**config.mk**
```make
export PLATFORM = sky130hd
export DESIGN_NAME = flash_eeprom_emu
export DESIGN_NICKNAME = d
export VERILOG_FILES = /design/src/rtl/eee_pkg.sv /design/src/rtl/eee_region_pick.sv /design/src/rtl/eee_mirror.sv /design/src/rtl/flash_eeprom_emu.sv
export SDC_FILE = /design/constraint.sdc
export NUM_CORES = 1
export LEC_CHECK = 0
export ABC_CLOCK_PERIOD_IN_PS = 9250
export CAP_MARGIN = 0
export CORE_MARGIN = 1
export CORE_UTILIZATION = 40
export CTS_CLUSTER_DIAMETER = 50
export DETAILED_ROUTE_END_ITERATION = 8
export GPL_ROUTABILITY_DRIVEN = 0
export PLACE_DENSITY = 0.59
export SLEW_MARGIN = 40
export SYNTH_ARGS = -nofsm -noshare
export SYNTH_HDL_FRONTEND = slang
export SYNTH_HIERARCHICAL = 1
export SYNTH_SLANG_ARGS = --single-unit
```
**constraint.sdc**
```tcl
create_clock -name clk -period 9.25 [get_ports clk]
set_input_delay 2.775 -clock clk [delete_from_list [all_inputs] [get_ports clk]]
set_output_delay 2.775 -clock clk [all_outputs]
set_load 0.1 [all_outputs]
```
**src/rtl/eee_pkg.sv**
```systemverilog
package eee_pkg;

    typedef enum logic [1:0] {
        FC_READ  = 2'd0,
        FC_PROG  = 2'd1,
        FC_ERASE = 2'd2
    } fcmd_e;

    typedef enum logic [2:0] {
        S_SCAN,
        S_PICK,
        S_LOAD,
        S_IDLE,
        S_WAITB,
        S_PROG,
        S_MARK,
        S_ERASE
    } st_e;

endpackage

```
**src/rtl/eee_region_pick.sv**
```systemverilog
module eee_region_pick (
    input  logic [3:0] vmask,
    output logic       found,
    output logic [1:0] act,
    output logic       stale
);

    always_comb begin
        found = |vmask;
        act   = (&vmask) ? 2'd3 : 2'd0;
        for (int r = 0; r < 4; r++) begin
            if (vmask[r] && !vmask[(r + 1) % 4]) begin
                act = 2'(r);
            end
        end
        stale = found && (act[1] ? (|vmask[1:0]) : (|vmask[3:2]));
    end

    always_comb begin
        if (found) begin

            pick_hit_chk: assert (vmask[act]);
        end
    end

endmodule

```
**src/rtl/eee_mirror.sv**
```systemverilog
module eee_mirror #(
    parameter int WORDS = 8,
    parameter int DW    = 16
) (
    input  logic                     clk,
    input  logic                     rst_n,
    input  logic                     we,
    input  logic [$clog2(WORDS)-1:0] wa,
    input  logic [DW-1:0]            wd,
    input  logic [$clog2(WORDS)-1:0] ra,
    output logic [DW-1:0]            rda,
    input  logic [$clog2(WORDS)-1:0] rb,
    output logic [DW-1:0]            rdb
);

    logic [DW-1:0] mem [WORDS];

    always_ff @(posedge clk) begin
        if (!rst_n) begin
            for (int i = 0; i < WORDS; i++) begin
                mem[i] <= '1;
            end
        end else if (we) begin
            mem[wa] <= wd;
        end
    end

    assign rda = mem[ra];
    assign rdb = mem[rb];

endmodule

```
**src/rtl/flash_eeprom_emu.sv**
```systemverilog
module flash_eeprom_emu
    import eee_pkg::*;
#(
    parameter int            WORDS = 8,
    parameter int            DW    = 16,
    parameter logic [DW-1:0] MARK  = DW'('h5AC3)
) (
    input  logic                            clk,
    input  logic                            rst_n,
    input  logic [$clog2(WORDS)-1:0]        h_addr,
    input  logic                            h_we,
    input  logic [DW-1:0]                   h_wdata,
    output logic [DW-1:0]                   h_rdata,
    output logic                            h_busy,
    output logic                            fl_req,
    output logic [1:0]                      fl_cmd,
    output logic [$clog2(4*(WORDS+1))-1:0]  fl_addr,
    output logic [DW-1:0]                   fl_wdata,
    input  logic                            fl_ack,
    input  logic [DW-1:0]                   fl_rdata,
    input  logic [1:0]                      fl_bank_busy
);

    localparam int AW  = $clog2(WORDS);
    localparam int RP  = WORDS + 1;
    localparam int FAW = $clog2(4 * RP);
    localparam int CW  = (AW > 2) ? AW : 2;

    function automatic logic [FAW-1:0] rbase(input logic [1:0] r);
        return FAW'(r) * FAW'(RP);
    endfunction

    st_e           state;
    logic [CW-1:0] cnt;
    logic          gap;
    logic [3:0]    vmask;
    logic [1:0]    act;
    logic [1:0]    tgt;
    logic          ebank;
    logic          stale_q;

    logic          pk_found;
    logic [1:0]    pk_act;
    logic          pk_stale;

    logic          mir_we;
    logic [AW-1:0] mir_wa;
    logic [DW-1:0] mir_wd;
    logic [DW-1:0] mir_rdb;
    logic          cnt_last;
    logic          addr_bank;

    assign cnt_last  = (cnt == CW'(WORDS - 1));
    assign addr_bank = (fl_addr >= FAW'(2 * RP));

    eee_region_pick u_pick (
        .vmask (vmask),
        .found (pk_found),
        .act   (pk_act),
        .stale (pk_stale)
    );

    eee_mirror #(.WORDS(WORDS), .DW(DW)) u_mirror (
        .clk   (clk),
        .rst_n (rst_n),
        .we    (mir_we),
        .wa    (mir_wa),
        .wd    (mir_wd),
        .ra    (h_addr),
        .rda   (h_rdata),
        .rb    (cnt[AW-1:0]),
        .rdb   (mir_rdb)
    );

    // State register and sequencing counters
    always_ff @(posedge clk) begin
        if (!rst_n) begin
            state   <= S_SCAN;
            cnt     <= '0;
            gap     <= 1'b0;
            vmask   <= '0;
            act     <= 2'd0;
            tgt     <= 2'd0;
            ebank   <= 1'b0;
            stale_q <= 1'b0;
        end else begin
            gap <= fl_ack;
            unique case (state)
                S_SCAN: if (fl_ack) begin
                    vmask[cnt[1:0]] <= (fl_rdata == MARK);
                    if (cnt[1:0] == 2'd3) begin
                        state <= S_PICK;
                        cnt   <= '0;
                    end else begin
                        cnt <= cnt + 1'b1;
                    end
                end
                S_PICK: begin
                    act     <= pk_act;
                    stale_q <= pk_stale;
                    ebank   <= ~pk_act[1];
                    cnt     <= '0;
                    state   <= pk_found ? S_LOAD : S_IDLE;
                end
                S_LOAD: if (fl_ack) begin
                    if (cnt_last) begin
                        cnt   <= '0;
                        state <= stale_q ? S_ERASE : S_IDLE;
                    end else begin
                        cnt <= cnt + 1'b1;
                    end
                end
                S_IDLE: if (h_we) begin
                    tgt   <= act + 2'd1;
                    state <= S_WAITB;
                end
                S_WAITB: if (!fl_bank_busy[tgt[1]]) begin
                    cnt   <= '0;
                    state <= S_PROG;
                end
                S_PROG: if (fl_ack) begin
                    if (cnt_last) begin
                        cnt   <= '0;
                        state <= S_MARK;
                    end else begin
                        cnt <= cnt + 1'b1;
                    end
                end
                S_MARK: if (fl_ack) begin
                    act <= tgt;
                    if (!tgt[0]) begin
                        ebank <= ~tgt[1];
                        state <= S_ERASE;
                    end else begin
                        state <= S_IDLE;
                    end
                end
                S_ERASE: if (fl_ack) begin
                    state <= S_IDLE;
                end
                default: state <= S_SCAN;
            endcase
        end
    end

    // Outputs: flash command, mirror write, busy
    always_comb begin
        fl_req   = 1'b0;
        fl_cmd   = FC_READ;
        fl_addr  = '0;
        fl_wdata = '0;
        mir_we   = 1'b0;
        mir_wa   = h_addr;
        mir_wd   = h_wdata;
        h_busy   = 1'b1;
        unique case (state)
            S_SCAN: begin
                fl_req  = !gap;
                fl_addr = rbase(cnt[1:0]) + FAW'(WORDS);
            end
            S_PICK: ;
            S_LOAD: begin
                fl_req  = !gap;
                fl_addr = rbase(act) + FAW'(cnt);
                mir_we  = fl_ack;
                mir_wa  = cnt[AW-1:0];
                mir_wd  = fl_rdata;
            end
            S_IDLE: begin
                h_busy = 1'b0;
                mir_we = h_we;
            end
            S_WAITB: ;
            S_PROG: begin
                fl_req   = !gap;
                fl_cmd   = FC_PROG;
                fl_addr  = rbase(tgt) + FAW'(cnt);
                fl_wdata = mir_rdb;
            end
            S_MARK: begin
                fl_req   = !gap;
                fl_cmd   = FC_PROG;
                fl_addr  = rbase(tgt) + FAW'(WORDS);
                fl_wdata = MARK;
            end
            S_ERASE: begin
                fl_req  = !gap;
                fl_cmd  = FC_ERASE;
                fl_addr = rbase({ebank, 1'b0});
            end
            default: ;
        endcase
    end


    hs_hold_chk: assert property (@(posedge clk) disable iff (!rst_n)
        fl_req && !fl_ack |=> fl_req && $stable(fl_addr) && $stable(fl_cmd) && $stable(fl_wdata));


    hs_gap_chk: assert property (@(posedge clk) disable iff (!rst_n)
        fl_ack |=> !fl_req);


    bank_free_chk: assert property (@(posedge clk) disable iff (!rst_n)
        fl_req && (fl_cmd != FC_ERASE) |-> !fl_bank_busy[addr_bank]);


    erase_other_chk: assert property (@(posedge clk) disable iff (!rst_n)
        fl_req && (fl_cmd == FC_ERASE) |-> addr_bank != act[1]);


    busy_rise_chk: assert property (@(posedge clk) disable iff (!rst_n)
        h_we && !h_busy |=> h_busy);


    stall_hold_chk: assert property (@(posedge clk) disable iff (!rst_n)
        h_busy && !fl_ack |=> $stable(h_rdata) || $changed(h_addr));

endmodule

```
==> flow_results.xml <==
<?xml version="1.0" encoding="UTF-8"?>
<metrics>
  <group name="power">
    <metric name="netSwitchingPower" unit="mW">0.420</metric>
    <metric name="cellPowerDensity" unit="nW/um^2">156</metric>
    <metric name="comb_power_share" unit="">0.136</metric>
    <metric name="irDropWorstVdd" unit="V">0.000129</metric>
    <metric name="p_clk_frac" unit="">0.416</metric>
    <metric name="power.leakage" unit="nW">2.80</metric>
    <metric name="power.share.switching" unit="">0.259</metric>
    <metric name="power_report.internal_total" unit="mW">1.20</metric>
    <metric name="seqPwrFrac" unit="">0.449</metric>
  </group>
  <group name="setup_path">
    <metric name="worst_r2r_startpoint" unit="">state[1]</metric>
    <metric name="rr_worst_depth" unit="">8</metric>
    <metric name="critical_path_required" unit="ns">6.48</metric>
    <metric name="critical_path_fanouts_max" unit="">33</metric>
    <metric name="setup.reg_to_reg.worst_slack" unit="ns">5.26</metric>
    <metric name="worst-endpoint-arrival" unit="ns">4.60</metric>
    <metric name="criticalPathCategory" unit="">input port to output port</metric>
    <metric name="worst_r2r_endpoint" unit="">u_mirror/mem[2][11]</metric>
    <metric name="kind_of_end_point_of_the_critical_path" unit="">output port</metric>
    <metric name="setup.worst_path.start_class" unit="">input port</metric>
  </group>
  <group name="logic_synthesis">
    <metric name="synth.top_cells.by_count" unit="">128 x sky130_fd_sc_hd__edfxtp_1, 128 x sky130_fd_sc_hd__or3_1, 56 x sky130_fd_sc_hd__mux4_1</metric>
    <metric name="synthesis.area" unit="sq um">8990</metric>
    <metric name="synth_nets" unit="">723</metric>
    <metric name="yosysTopAreaCellShare" unit="">0.428</metric>
    <metric name="number_of_flops_mapped_to_enable_cells_by_yosys" unit="">128</metric>
    <metric name="synthesis.area_per_instance" unit="sq um">13.5</metric>
    <metric name="netlist_top_cells_area" unit="">sky130_fd_sc_hd__edfxtp_1 43%, sky130_fd_sc_hd__mux4_1 16%, sky130_fd_sc_hd__or3_1 8.9%</metric>
    <metric name="gate_count_of_the_mapped_netlist" unit="">666</metric>
    <metric name="ys_seq_area_frac" unit="">0.465</metric>
    <metric name="yosysTopAreaCell" unit="">sky130_fd_sc_hd__edfxtp_1</metric>
    <metric name="ys_ff_latch" unit="">145</metric>
    <metric name="synth-warning-count" unit="">6</metric>
    <metric name="synth_ff_type" unit="">sky130_fd_sc_hd__edfxtp_1</metric>
    <metric name="synth_cell_type_count" unit="">59</metric>
    <metric name="async_flop_share" unit="">0</metric>
  </group>
  <group name="timing">
    <metric name="timing.final.ws_setup" unit="ns">1.87</metric>
    <metric name="worst_hold_slack" unit="ns">0.486</metric>
    <metric name="final.setup_skew" unit="ns">0.00503</metric>
    <metric name="worst_slew_pin_slew" unit="ns">0.872</metric>
    <metric name="max_clock_freq" unit="GHz">0.136</metric>
    <metric name="post-route-period-util" unit="">0.797</metric>
    <metric name="final-hold-violation-count" unit="">0</metric>
    <metric name="fin_setup_tns" unit="ns">0</metric>
    <metric name="final_max_slew_viol_count" unit="">0</metric>
    <metric name="period_needed" unit="ns">7.38</metric>
    <metric name="timing.final.setup_violations" unit="">0</metric>
    <metric name="rsz0062_at_grt" unit="">no</metric>
    <metric name="slew-limit-headroom" unit="">0.415</metric>
  </group>
  <group name="cts">
    <metric name="clock_tree.root_cell" unit="">sky130_fd_sc_hd__clkbuf_16</metric>
    <metric name="cts.reportedPaths.clkPinSlew" unit="ns">0.06</metric>
    <metric name="cts.path.max_buffers" unit="">2</metric>
    <metric name="post_cts_resize_count" unit="">0</metric>
    <metric name="holdBufCountCts" unit="">0</metric>
    <metric name="cts_setup_buffers" unit="">0</metric>
    <metric name="cts_buffers" unit="">17</metric>
    <metric name="clock_sinks" unit="">145</metric>
    <metric name="clk_latency" unit="ns">0.42</metric>
    <metric name="cts_tree" unit="">built</metric>
    <metric name="cts_htree_levels" unit="">4</metric>
  </group>
  <group name="min_path">
    <metric name="holdCritPathClass" unit="">register to register</metric>
    <metric name="hold_end" unit="">vmask[2]</metric>
    <metric name="timing.hold.worst.start" unit="">vmask[2]</metric>
    <metric name="min_delay_path_depth" unit="">2</metric>
  </group>
  <group name="global_routing">
    <metric name="total_global_route_track_usage" unit="">0.215</metric>
    <metric name="maximum_number_of_pins_on_one_net_before_global_route_repair" unit="">45</metric>
    <metric name="number_of_antenna_violations_at_the_first_check_in_global_routing" unit="">0</metric>
    <metric name="global_route_wire_length_before_repair" unit="mm">36.8</metric>
    <metric name="grt_overflow" unit="">0</metric>
    <metric name="vias_in_the_first_global_route" unit="">6093</metric>
  </group>
  <group name="status">
    <metric name="run_status" unit="">complete, but fails checks</metric>
    <metric name="violations_in_the_final_reports" unit="">design-rule violations</metric>
  </group>
  <group name="drt">
    <metric name="drt-wirelength-per-cell" unit="microns">23.9</metric>
    <metric name="drt-initial-drc-count" unit="">421</metric>
    <metric name="route.antenna.remaining_nets" unit="">0</metric>
    <metric name="avgViaCountPerCell" unit="">6.07</metric>
    <metric name="detail_route.wirelength" unit="mm">24.3</metric>
    <metric name="drcViolationCount" unit="">8</metric>
    <metric name="dr_total_vias" unit="">6169</metric>
    <metric name="drtPass1Iterations" unit="">6</metric>
  </group>
  <group name="place">
    <metric name="post-dp-hpwl" unit="mm">15.2</metric>
    <metric name="dpl_cell_area" unit="sq um">9830</metric>
    <metric name="setup_ws_pre_cts" unit="ns">1.87</metric>
    <metric name="placement.io_buffers" unit="">82</metric>
    <metric name="placed_cells_incl_taps" unit="">985</metric>
  </group>
  <group name="final_layout">
    <metric name="post_route_cells_drive_above_1_share" unit="">0.225</metric>
    <metric name="finalNonFillerCells" unit="">1017</metric>
    <metric name="antenna-diode-count" unit="">0</metric>
    <metric name="fin_area" unit="sq um">10400</metric>
    <metric name="design.final.nets" unit="">782</metric>
    <metric name="area_growth_syn_to_layout" unit="%">15.9</metric>
  </group>
  <group name="floorplanning">
    <metric name="core_area" unit="sq um">22000</metric>
    <metric name="dieWidth" unit="microns">152</metric>
    <metric name="initial_utilization" unit="">0.409</metric>
    <metric name="floorplan.die_area" unit="sq um">23100</metric>
    <metric name="die_h" unit="microns">152</metric>
    <metric name="ioPinCount" unit="">83</metric>
    <metric name="core.rowCount" unit="">54</metric>
  </group>
  <group name="job">
    <metric name="drv.max_cap_violation_count" unit="">0</metric>
  </group>
</metrics>
[placed cells by master, fill, tap and decap left out, types with 4 or more instances in the layout]
cell / n
sky130_fd_sc_hd__a21oi_1: 18
sky130_fd_sc_hd__and2_1: 10
sky130_fd_sc_hd__mux2_2: 55
sky130_fd_sc_hd__dfxtp_1: 14
sky130_fd_sc_hd__mux2i_1: 9
sky130_fd_sc_hd__mux4_2: 8
sky130_fd_sc_hd__ha_1: 14
sky130_fd_sc_hd__nand2_1: 26
sky130_fd_sc_hd__a31oi_1: 4
sky130_fd_sc_hd__clkdlybuf4s50_1: 39
sky130_fd_sc_hd__edfxtp_1: 128
sky130_fd_sc_hd__buf_2: 26
sky130_fd_sc_hd__a21o_1: 7
sky130_fd_sc_hd__nand2b_1: 5
sky130_fd_sc_hd__nand3_1: 8
sky130_fd_sc_hd__mux4_1: 56
sky130_fd_sc_hd__a22o_1: 5
sky130_fd_sc_hd__inv_1: 12
sky130_fd_sc_hd__o21ai_1: 6
sky130_fd_sc_hd__nor2b_1: 7
sky130_fd_sc_hd__o21ai_0: 8
sky130_fd_sc_hd__clkbuf_16: 17
sky130_fd_sc_hd__or3_1: 128
sky130_fd_sc_hd__nor2_1: 21
sky130_fd_sc_hd__buf_4: 38
[critical path, cell delays in order]
cell	delay [ns]
sky130_fd_sc_hd__clkdlybuf4s50_1	0.46
sky130_fd_sc_hd__buf_4	0.42
sky130_fd_sc_hd__mux4_1	0.38
sky130_fd_sc_hd__mux2_2	0.31
sky130_fd_sc_hd__buf_4	0.24
[metrics by stage]
stage | util | power (mW)
floorplan | - | 0.893
global placement | 0.453 | 0.963
detailed placement | 0.448 | 0.962
CTS | 0.474 | 1.63
global route | 0.474 | 1.67
finish | 0.474 | 1.62
[power by group through the flow]
stage / Combinational (mW) / Sequential, mW / Clock [mW]
6_report: 0.220 / 0.728 / 0.675
5_1_grt: 0.232 / 0.729 / 0.709
4_1_cts: 0.221 / 0.729 / 0.682
3_5_place_dp: 0.220 / 0.743 / 0
3_3_place_gp: 0.221 / 0.742 / 0
2_1_floorplan: 0.162 / 0.731 / 0
[area by class of cell]
class / instances / area (sq um)
clock inverter: 12 / 143
fill: 1935 / 11500
timing repair buffer: 103 / 806
tap: 280 / 350
sequential: 145 / 4190
clock buffer: 19 / 433
multi-input combinational: 446 / 4450
inverter: 12 / 45.0
[worst max path at each step]
| stage | start | endpoint | slack [ns] | depth (start not counted) |
|---|---|---|---|---|
| after detailed placement | h_addr[2] | h_rdata[7] | 1.87 | 5 |
| after global placement | h_addr[0] | h_rdata[2] | 1.72 | 4 |
| after global routing | h_addr[2] | h_rdata[3] | 1.81 | 5 |
| after floorplan | h_addr[0] | h_rdata[1] | 2.43 | 4 |
| final | h_addr[2] | h_rdata[3] | 1.87 | 5 |
| after CTS | h_addr[2] | h_rdata[7] | 1.87 | 5 |
[logic make-up after synthesis]
| group | Yosys count | share of synthesized area |
|---|---|---|
| compound gates | 70 | 0.0500 |
| fa+ha+maj | 16 | 0.0239 |
| mux | 129 | 0.264 |
| xor+xnor | 4 | 0.00390 |
| buf+inv | 75 | 0.0419 |
| flops | 145 | 0.465 |
| simple gates | 227 | 0.151 |
[flip-flops by register name (all words and copies together), names as in the netlist]
name	count
tgt	2
vmask	4
cnt	3
state	3
act	2
u_mirror/mem	128
stale_q	1
ebank	1
gap	1
[layer usage]
metal	up-vias	global-route usage	wire (microns)	share of wire
li1	2804	-	-	-
met1	3134	0.270	10200	0.42
met2	202	0.374	12500	0.51
met3	29	0.0362	1200	0.049
met4	0	0.0777	457	0.019
met5	-	0	0	0
Note: power is estimated with default switching activity, not from simulation.
